File: src/rtl/bwc_pkg.sv
package bwc_pkg;

    localparam int BYTE_W  = 8;
    localparam int NBYTES  = 3;
    localparam int CNT_W   = BYTE_W * NBYTES;
    localparam int PTR_W   = $clog2(NBYTES);
    localparam int CFG_W   = 3;
    localparam logic [CNT_W-1:0] CNT_MAX = {CNT_W{1'b1}};

    localparam int ST_BORROW = 0;
    localparam int ST_CARRY  = 1;
    localparam int ST_ERR    = 4;
    localparam int ST_DIR    = 5;

    typedef enum logic [1:0] {
        CM_NORMAL = 2'd0,
        CM_RANGE  = 2'd1,
        CM_NOREC  = 2'd2,
        CM_MODN   = 2'd3
    } count_mode_e;

    typedef enum logic [2:0] {
        GRP_ACTION = 3'b000,
        GRP_MODE   = 3'b001,
        GRP_IOCTL  = 3'b010,
        GRP_INDEX  = 3'b011
    } cmd_group_e;

    typedef struct packed {
        logic             ptr_rst;
        logic             snap;
        logic             load;
        logic             clr_flags;
        logic             clr_err;
        logic             wr_mode;
        logic             wr_ioctl;
        logic             wr_index;
        logic [CFG_W-1:0] cfg;
    } cmd_t;

    typedef struct packed {
        logic [CNT_W-1:0] val;
        logic             carry;
        logic             borrow;
        logic             halt;
    } step_res_t;

    function automatic cmd_t decode_cmd(input logic [BYTE_W-1:0] b);
        cmd_t c;
        c = '0;
        c.cfg = b[CFG_W-1:0];
        case (cmd_group_e'(b[7:5]))
            GRP_ACTION: begin
                c.ptr_rst = b[0];
                c.snap    = b[4];
                case (b[3:1])
                    3'b100:         c.load      = 1'b1;
                    3'b001, 3'b010: c.clr_flags = 1'b1;
                    3'b011:         c.clr_err   = 1'b1;
                    default:        ;
                endcase
            end
            GRP_MODE:  c.wr_mode  = 1'b1;
            GRP_IOCTL: c.wr_ioctl = 1'b1;
            GRP_INDEX: c.wr_index = 1'b1;
            default:   ;
        endcase
        return c;
    endfunction

    function automatic step_res_t next_count(input count_mode_e m,
                                             input logic [CNT_W-1:0] c,
                                             input logic [CNT_W-1:0] p,
                                             input logic up);
        step_res_t r;
        r.val    = c;
        r.carry  = 1'b0;
        r.borrow = 1'b0;
        r.halt   = 1'b0;
        case (m)
            CM_NORMAL, CM_NOREC: begin
                if (up) begin
                    r.val   = c + 1'b1;
                    r.carry = (c == CNT_MAX);
                end else begin
                    r.val    = c - 1'b1;
                    r.borrow = (c == '0);
                end
                r.halt = (m == CM_NOREC) && (r.carry || r.borrow);
            end
            CM_RANGE: begin
                if (up) begin
                    if (c == p) r.carry = 1'b1;
                    else        r.val   = c + 1'b1;
                end else begin
                    if (c == '0) r.borrow = 1'b1;
                    else         r.val    = c - 1'b1;
                end
            end
            default: begin
                if (up) begin
                    if (c == p) begin
                        r.val   = '0;
                        r.carry = 1'b1;
                    end else begin
                        r.val = c + 1'b1;
                    end
                end else begin
                    if (c == '0) begin
                        r.val    = p;
                        r.borrow = 1'b1;
                    end else begin
                        r.val = c - 1'b1;
                    end
                end
            end
        endcase
        return r;
    endfunction

    function automatic logic [BYTE_W-1:0] pack_status(input logic borrow,
                                                      input logic carry,
                                                      input logic err,
                                                      input logic dir_up);
        logic [BYTE_W-1:0] s;
        s = '0;
        s[ST_BORROW] = borrow;
        s[ST_CARRY]  = carry;
        s[ST_ERR]    = err;
        s[ST_DIR]    = dir_up;
        return s;
    endfunction

endpackage

File: src/rtl/bwc_host_port.sv
module bwc_host_port
    import bwc_pkg::*;
(
    input  logic              clk,
    input  logic              rst,
    input  logic              bus_wr,
    input  logic              bus_rd,
    input  logic              bus_ctl,
    input  logic [BYTE_W-1:0] bus_wdata,
    input  logic [CNT_W-1:0]  count_val,
    input  logic [BYTE_W-1:0] status_byte,
    output logic [BYTE_W-1:0] bus_rdata,
    output logic [CNT_W-1:0]  preset_val,
    output logic              host_load,
    output logic              clr_flags,
    output logic              clr_err,
    output count_mode_e       mode,
    output logic              ab_en,
    output logic              idx_load_n,
    output logic              idx_pos
);

    cmd_t             cmd;
    logic             ctl_wr;
    logic             data_wr;
    logic             data_acc;
    logic [PTR_W-1:0] ptr;
    logic [BYTE_W-1:0] preset_b [NBYTES];
    logic [BYTE_W-1:0] latch_b  [NBYTES];
    logic [BYTE_W-1:0] latch_sel;

    assign cmd      = decode_cmd(bus_wdata);
    assign ctl_wr   = bus_wr & bus_ctl;
    assign data_wr  = bus_wr & ~bus_ctl;
    assign data_acc = (bus_wr | bus_rd) & ~bus_ctl;

    assign host_load = ctl_wr & cmd.load;
    assign clr_flags = ctl_wr & cmd.clr_flags;
    assign clr_err   = ctl_wr & cmd.clr_err;

    always_ff @(posedge clk) begin
        if (rst) begin
            ptr <= '0;
        end else if (ctl_wr && cmd.ptr_rst) begin
            ptr <= '0;
        end else if (data_acc) begin
            ptr <= (ptr == PTR_W'(NBYTES - 1)) ? '0 : ptr + 1'b1;
        end
    end

    for (genvar g = 0; g < NBYTES; g++) begin : g_lane
        always_ff @(posedge clk) begin
            if (rst) begin
                preset_b[g] <= '0;
            end else if (data_wr && ptr == PTR_W'(g)) begin
                preset_b[g] <= bus_wdata;
            end
        end

        always_ff @(posedge clk) begin
            if (rst) begin
                latch_b[g] <= '0;
            end else if (ctl_wr && cmd.snap) begin
                latch_b[g] <= count_val[g*BYTE_W +: BYTE_W];
            end
        end

        assign preset_val[g*BYTE_W +: BYTE_W] = preset_b[g];
    end

    always_comb begin
        latch_sel = '0;
        for (int i = 0; i < NBYTES; i++) begin
            if (ptr == PTR_W'(i)) latch_sel = latch_b[i];
        end
    end

    assign bus_rdata = bus_ctl ? status_byte : latch_sel;

    always_ff @(posedge clk) begin
        if (rst) begin
            mode       <= CM_NORMAL;
            ab_en      <= 1'b0;
            idx_load_n <= 1'b0;
            idx_pos    <= 1'b0;
        end else if (ctl_wr) begin
            if (cmd.wr_mode) begin
                mode <= count_mode_e'(cmd.cfg[2:1]);
            end
            if (cmd.wr_ioctl) begin
                ab_en      <= cmd.cfg[0];
                idx_load_n <= cmd.cfg[1];
            end
            if (cmd.wr_index) begin
                idx_pos <= cmd.cfg[1];
            end
        end
    end

endmodule

File: src/rtl/bwc_count_core.sv
module bwc_count_core
    import bwc_pkg::*;
(
    input  logic             clk,
    input  logic             rst,
    input  logic             cnt_step,
    input  logic             cnt_up,
    input  logic             hold_rst,
    input  logic             noise_in,
    input  logic             ab_en,
    input  count_mode_e      mode,
    input  logic [CNT_W-1:0] preset_val,
    input  logic             load_any,
    input  logic             clr_flags,
    input  logic             clr_err,
    output logic [CNT_W-1:0] count_val,
    output logic             borrow_flag,
    output logic             carry_flag,
    output logic             err_flag,
    output logic             dir_up
);

    logic      halted;
    logic      step_ok;
    step_res_t res;

    assign step_ok = cnt_step & ab_en & ~hold_rst & ~halted & ~load_any;
    assign res     = next_count(mode, count_val, preset_val, cnt_up);

    always_ff @(posedge clk) begin
        if (rst) begin
            count_val <= '0;
            halted    <= 1'b0;
            dir_up    <= 1'b0;
        end else if (load_any) begin
            count_val <= preset_val;
            halted    <= 1'b0;
        end else if (step_ok) begin
            count_val <= res.val;
            halted    <= res.halt;
            dir_up    <= cnt_up;
        end
    end

    always_ff @(posedge clk) begin
        if (rst || clr_flags) begin
            borrow_flag <= 1'b0;
            carry_flag  <= 1'b0;
        end else if (step_ok) begin
            if (res.borrow) borrow_flag <= 1'b1;
            if (res.carry)  carry_flag  <= 1'b1;
        end
    end

    always_ff @(posedge clk) begin
        if (rst || clr_err) begin
            err_flag <= 1'b0;
        end else if (noise_in) begin
            err_flag <= 1'b1;
        end
    end

endmodule

File: src/rtl/bwc_index_det.sv
module bwc_index_det (
    input  logic clk,
    input  logic rst,
    input  logic index_in,
    input  logic idx_pos,
    output logic idx_evt
);

    logic idx_q;

    always_ff @(posedge clk) begin
        if (rst) idx_q <= 1'b0;
        else     idx_q <= index_in;
    end

    assign idx_evt = idx_pos ? (index_in & ~idx_q) : (~index_in & idx_q);

endmodule

File: src/rtl/bytewide_counter_ch.sv
module bytewide_counter_ch
    import bwc_pkg::*;
(
    input  logic              clk,
    input  logic              rst,
    input  logic              bus_wr,
    input  logic              bus_rd,
    input  logic              bus_ctl,
    input  logic [BYTE_W-1:0] bus_wdata,
    output logic [BYTE_W-1:0] bus_rdata,
    input  logic              cnt_step,
    input  logic              cnt_up,
    input  logic              index_in,
    input  logic              noise_in,
    input  logic              hold_rst
);

    logic [CNT_W-1:0]  count_val;
    logic [CNT_W-1:0]  preset_val;
    logic [BYTE_W-1:0] status_byte;
    logic              host_load;
    logic              idx_evt;
    logic              load_any;
    logic              clr_flags;
    logic              clr_err;
    logic              ab_en;
    logic              idx_load_n;
    logic              idx_pos;
    count_mode_e       mode;
    logic              borrow_flag;
    logic              carry_flag;
    logic              err_flag;
    logic              dir_up;

    assign load_any    = host_load | (idx_evt & ~idx_load_n);
    assign status_byte = pack_status(borrow_flag, carry_flag, err_flag, dir_up);

    bwc_host_port u_port (
        .clk        (clk),
        .rst        (rst),
        .bus_wr     (bus_wr),
        .bus_rd     (bus_rd),
        .bus_ctl    (bus_ctl),
        .bus_wdata  (bus_wdata),
        .count_val  (count_val),
        .status_byte(status_byte),
        .bus_rdata  (bus_rdata),
        .preset_val (preset_val),
        .host_load  (host_load),
        .clr_flags  (clr_flags),
        .clr_err    (clr_err),
        .mode       (mode),
        .ab_en      (ab_en),
        .idx_load_n (idx_load_n),
        .idx_pos    (idx_pos)
    );

    bwc_count_core u_core (
        .clk        (clk),
        .rst        (rst),
        .cnt_step   (cnt_step),
        .cnt_up     (cnt_up),
        .hold_rst   (hold_rst),
        .noise_in   (noise_in),
        .ab_en      (ab_en),
        .mode       (mode),
        .preset_val (preset_val),
        .load_any   (load_any),
        .clr_flags  (clr_flags),
        .clr_err    (clr_err),
        .count_val  (count_val),
        .borrow_flag(borrow_flag),
        .carry_flag (carry_flag),
        .err_flag   (err_flag),
        .dir_up     (dir_up)
    );

    bwc_index_det u_index (
        .clk     (clk),
        .rst     (rst),
        .index_in(index_in),
        .idx_pos (idx_pos),
        .idx_evt (idx_evt)
    );

endmodule

File: config.mk
export PLATFORM = sky130hd
export DESIGN_NAME = bytewide_counter_ch
export DESIGN_NICKNAME = d
export VERILOG_FILES = /design/src/rtl/bwc_pkg.sv /design/src/rtl/bwc_host_port.sv /design/src/rtl/bwc_count_core.sv /design/src/rtl/bwc_index_det.sv /design/src/rtl/bytewide_counter_ch.sv
export SDC_FILE = /design/constraint.sdc
export NUM_CORES = 1
export LEC_CHECK = 0
export ABC_AREA = 0
export BUFFER_PORTS_ARGS = -buffer_cell sky130_fd_sc_hd__buf_2
export CAP_MARGIN = 20
export CORE_MARGIN = 1
export CORE_UTILIZATION = 48
export CTS_BUF_LIST = sky130_fd_sc_hd__clkbuf_8
export CTS_CLUSTER_SIZE = 24
export DETAILED_ROUTE_END_ITERATION = 16
export SKIP_CTS_REPAIR_TIMING = 1
export SYNTH_ARGS = -nofsm -noshare
export SYNTH_HDL_FRONTEND = slang
export SYNTH_SLANG_ARGS = --single-unit
File: constraint.sdc
create_clock -name clk -period 3 [get_ports clk]
set_input_delay 0.45 -clock clk [delete_from_list [all_inputs] [get_ports clk]]
set_output_delay 0.45 -clock clk [all_outputs]
set_load 0.02 [all_outputs]
==> flow_metrics.tcl, run 1 <==
set metrics [dict create \
    ir_drop_v 0.0003048 \
    routabilityCongestion 0.9579 \
    numCtsBuffers 9 \
    cts_tree "built" \
    fin_skew_ns 0.01976 \
    worstMarginPinSlew_ns 1.000 \
    syn_nets 618 \
    synth_cells 597 \
    synth-seq-cells 85 \
    outcome "completed" \
    max_freq_mhz 361.2 \
    dr.pass1.iters 6 \
    die_h_um 108.3 \
    leakage_nw 2.234 \
    fin_crit_ns 2.768 \
    hp-class "in -> reg" \
    fin_setup_tns_ns 0 \
    htreeDepth 3 \
    whs_path_depth 2 \
    placed_cell_area_um2 5803 \
    fin_nets 641 \
    clk_latency_ns 0.37 \
    syn_avg_cell_area_um2 9.092 \
    ios 26 \
    fin_crit_sh_pct 92.28 \
    drv_cap 0 \
    grt_setup_unrepaired "false" \
    yosys_most_used_dff "edfxtp_1" \
    startpoint_type "flip-flop" \
    fill_cells 1027 \
    reg2reg_slack_ns 0.23 \
    path_class "reg -> reg" \
    drt_drc_violations_left 0 \
    antenna_found_initial 1 \
    ys_async_sr_fraction_pct 0 \
    clk_pin_slew_ns 0.10 \
    dp_cells 749 \
    yosysSeqAreaShare_pct 40.20 \
    crit_fanout 19 \
    areaGrowthSynthToFinish_pct 9.820 \
    final_cell_count_no_fill 765 \
    first_iter_violations 589 \
    drtAntennaViolNets 0 \
    yosysWarningCount 0 \
    crit_required_ns 3.25 \
    fp-row-count 38 \
    die_area_um2 11740 \
    grt_pass1_vias 4354 \
    die_x_um 108.3 \
    p_per_area_nw_per_um2 428.6 \
    fp.coreArea_um2 10940 \
    finalHoldViolations 0 \
    critPathArrivalTime_ns 3.02 \
    drive_above_1_share_pct 14.88 \
    io_buffer_count 25 \
    netlist_area_um2 5428 \
    setup_viol_count_final 0 \
    initial_utilization_pct 49.63 \
    vias 4803 \
    grt_pass1_wl_um 24980 \
    grt_max_degree 32 \
    synth_enable_flop_cells 48 \
    via_per_inst 6.278 \
    end_kind "flip-flop" \
    power_w 0.002555 \
    routed_wl_um 16520 \
    clockBufferDepth 2 \
    dp_hpwl_um 12240 \
    slew_headroom_pct 33.09 \
    synth.distinct_cells 63 \
    wl_per_cell_um 21.60 \
    rr_worst_depth 8 \
    track_usage_pct 29.07 \
    cts_sinks 85 \
    slew_viol_final 0 \
    diodes 0 \
    cts_root_buf "clkbuf_8" \
    gr-total-overflow 0 \
    design_area_um2 5961 \
]
==> worst paths after layout <==
path                              from                   to
setup / recovery  u_core.count_val[18]  u_core.count_val[5]
hold / removal                index_in        u_index.idx_q
setup reg to reg  u_core.count_val[18]  u_core.count_val[5]
hold reg to reg      u_core.carry_flag    u_core.carry_flag
==> metrics by stage <==
stage          hold slack (ns)  utilization [%]  setup slack, ns
2_1_floorplan           0.4367                -           0.3577
3_3_place_gp            0.4957            53.07           0.3371
3_5_place_dp            0.4932            53.07           0.2689
4_1_cts                 0.3262            54.51           0.2622
5_1_grt                 0.3604            54.51           0.1298
6_report                0.3321            54.51           0.2316
==> placed cells by master, fill, tap and decap left out, types with 5 or more instances in the layout <==
cell type and instances:
nor2_1 80, edfxtp_1 48, and2_1 44, xnor2_1 42, buf_4 39, dfxtp_1 37, nand2_1 25, buf_2 25
a21oi_1 22, xor2_1 22, nor3_1 18, nor4_1 17, inv_1 16, nand3_1 14, o32ai_1 14, mux2i_1 12
nand4_1 12, a222oi_1 12, clkbuf_8 9, a211oi_1 8, nor2b_1 7, nand2b_1 7, o21ai_0 7, a221oi_1 5
or3_1 5, a22oi_1 5
==> logic make-up after synthesis <==
logic type / after synthesis / share of synthesized area [%]
buffers and inverters: 68 / 5.717
and+or+nand+nor: 257 / 25.40
adders and majority gates: 3 / 0.6916
xor gates and xnor gates: 64 / 10.33
AOI/OAI and AO/OA: 104 / 14.62
muxes: 16 / 3.043
DFF: 85 / 40.20
==> cell type report <==
| class | count | area (um^2) | share of cell area [%] |
|---|---|---|---|
| clock buffer | 9 | 123.9 | 2.078 |
| clock inverter | 7 | 33.78 | 0.5668 |
| inverter | 14 | 52.55 | 0.8816 |
| multi-input combinational | 444 | 2935 | 49.24 |
| sequential | 85 | 2182 | 36.61 |
| tap | 140 | 175.2 | 2.939 |
| timing repair buffer | 66 | 457.9 | 7.683 |
==> routing by layer <==
layer	vias up	track usage [%]	wire length [um]
met5	-	0	0
met4	0	11.68	445
met3	37	4.099	1303
met2	261	45.91	7692
met1	2290	40.05	7079
li1	2215	-	-
==> cell usage after synthesis, drive strengths merged, types with 8 or more instances <==
cell type | instances | share of area, %
mux2i | 12 | 2.2
xor2 | 22 | 3.5
o32ai | 14 | 2.3
nor4 | 18 | 2.4
xnor2 | 42 | 6.8
nor3 | 18 | 1.7
a211oi | 8 | 1.1
inv | 13 | 0.90
nand4 | 12 | 1.4
dfxtp | 37 | 14
edfxtp | 48 | 27
nand2 | 25 | 1.7
nand3 | 14 | 1.3
a222oi | 12 | 2.2
buf | 14 | 2.0
clkbuf | 40 | 2.8
nor2 | 80 | 5.5
and2 | 44 | 5.1
a21oi | 22 | 2.0
==> power by group <==
group	switching, W	internal, W
Combinational	0.000291	0.000219
Sequential	0.0000583	0.00127
Clock	0.000424	0.000290
==> registers in the layout (all words and copies together) (netlist names) <==
name	cells
u_port.ab_en	1
u_core.carry_flag	1
u_core.dir_up	1
u_port.idx_load_n	1
u_port.idx_pos	1
u_core.borrow_flag	1
u_index.idx_q	1
u_port.latch_b	24
u_port.ptr	2
u_core.err_flag	1
u_port.preset_b	24
u_port.mode	2
u_core.count_val	24
u_core.halted	1
==> worst max-delay path, cell delays in order, from the launching register on <==
cell	delay (ns)
dfxtp_1	0.35
or4_4	0.58
or4_4	0.48
nor4_4	0.31
a31oi_2	0.12
o21a_1	0.25
buf_12	0.16
a222oi_1	0.30
nor2_1	0.07
Note: power is estimated with default switching activity, not from simulation.
==> run 2, diff against run 1 <==
Clock period 3 ns to 2.8 ns, I/O delays scaled along.
==> flow_metrics.tcl, run 2 (synthesis results as in run 1) <==
set metrics [dict create \
    dpl_worst_slack_ns 0.1201 \
    cts_tree "built" \
    slew_headroom_pct 35.98 \
    antenna_found_initial 0 \
    max_stage_delay_ns 0.57 \
    wl_per_cell_um 21.10 \
    diodes 0 \
    fill_cells 1025 \
    power_w 0.002879 \
    cts_root_buf "clkbuf_8" \
    grt_pass1_wl_um 25620 \
    dp_hpwl_um 12450 \
    crit_family "simple AND/OR/NAND/NOR gates" \
    max_freq_mhz 378.3 \
    gr-total-overflow 0 \
    clockBufferDepth 2 \
    layout.cells.most_common "nor2_1" \
    vias 4884 \
    setup_viol_count_final 0 \
    grt_pass1_vias 4626 \
    die_h_um 108.3 \
    hp-class "in -> reg" \
    setup_ws_ns 0.1563 \
    fp-row-count 38 \
    dr_wl_met2_um 7606 \
    cts_sinks 85 \
    clk_pin_slew_ns 0.09 \
    fin_crit_sh_pct 94.42 \
    leakage_nw 2.353 \
    ios 26 \
    grt_max_degree 32 \
    startpoint_type "flip-flop" \
    critPathArrivalTime_ns 2.95 \
    drv_cap 0 \
    finalHoldViolations 0 \
    track_usage_pct 30.15 \
    fin_crit_ns 2.644 \
    fp.coreArea_um2 10940 \
    htreeDepth 3 \
    via_per_inst 6.206 \
    top_regs "u_core.count_val x24, u_port.latch_b x24, u_port.preset_b x24" \
    routabilityCongestion 0.9434 \
    initial_utilization_pct 49.63 \
    path_cells "or4_4 -> or4_4 -> nor4_4 -> a31oi_2 -> o31ai_4 -> buf_4 -> a22oi_1 -> o22ai_1" \
    worstMarginPinSlew_ns 0.9515 \
    fin_nets 663 \
    drtAntennaViolNets 0 \
    slowest_stage "or4_4" \
    wl_met1_um 6985 \
    ir_drop_v 0.0004211 \
    p_per_area_nw_per_um2 467.6 \
    layout_common_cells "80 x nor2_1, 62 x buf_4, 48 x edfxtp_1" \
    routed_wl_um 16600 \
    fin_skew_ns 0.01570 \
    ff_latch_area_um2 2186 \
    cp_common_cell "or4_4" \
    numCtsBuffers 9 \
    slew_viol_final 0 \
    path_class "reg -> reg" \
    critPathBufInv 1 \
    io_buffer_count 25 \
    crit_fanout 12 \
    multiInputGateArea_um2 2957 \
    end_kind "flip-flop" \
    dr.max_layer_used "met4" \
    areaGrowthSynthToFinish_pct 13.44 \
    outcome "completed" \
    dr.pass1.iters 6 \
    drive_above_1_share_pct 19.01 \
    first_iter_violations 528 \
    die_x_um 108.3 \
    crit_required_ns 3.11 \
    met3WireLength_um 1508 \
    fin_setup_tns_ns 0 \
    die_area_um2 11740 \
    drt_drc_violations_left 0 \
    clk_latency_ns 0.38 \
]
[run 2: worst register-to-register path, cell delays in order, from the launching register on]
cell and delay, ns:
dfxtp_1 0.32, or4_4 0.57, or4_4 0.48, nor4_4 0.19
a31oi_2 0.11, o31ai_4 0.38, buf_4 0.27, a22oi_1 0.09
o22ai_1 0.17
[run 2: area by class of cell]
type                            count  share of cell area (%)
Clock inverter                      7                   1.097
Clock buffer                        9                   2.012
Sequential cell                    85                   35.50
Tap cell                          140                   2.845
Timing Repair Buffer               88                   9.673
Multi-Input combinational cell    444                   48.02
Inverter                           14                  0.8535
[run 2: path summary, 6_finish.rpt]
| kind | from | to | slack, ns | cells past startpoint |
|---|---|---|---|---|
| max | u_core.count_val[18] | u_core.count_val[20] | 0.16 | 8 |
| min | index_in | u_index.idx_q | 0.29 | 2 |
| max reg2reg | u_core.count_val[18] | u_core.count_val[20] | 0.16 | 8 |
| min reg2reg | u_core.borrow_flag | u_core.borrow_flag | 0.49 | 2 |
[run 2: metal layers]
metal / vias to the layer above / GRT usage (%)
met4: 0 / 13.42
met5: - / 0
met3: 43 / 4.822
met2: 259 / 46.82
li1: 2266 / -
met1: 2316 / 41.41
[run 2: power breakdown]
group	total, W	leakage (nW)	internal [W]	switching [W]
logic	0.000588	1.45	0.000256	0.000332
registers	0.00142	0.801	0.00136	0.0000506
clock network	0.000876	0.104	0.000411	0.000465
total	0.00288	2.35	0.00203	0.000848
[run 2: stage by stage]
| stage | utilization [%] | hold WS [ns] | cells | cell area (um^2) |
|---|---|---|---|---|
| final | 56.30 | 0.2894 | 787 | 6157 |
| after global routing | 56.30 | 0.2924 | 787 | 6157 |
| after CTS | 55.89 | 0.2704 | 784 | 6112 |
| after detailed placement | 54.14 | 0.4662 | 768 | 5921 |
| after global placement | 54.14 | 0.4582 | 768 | 5921 |
| after floorplan | - | 0.4367 | 597 | 5428 |
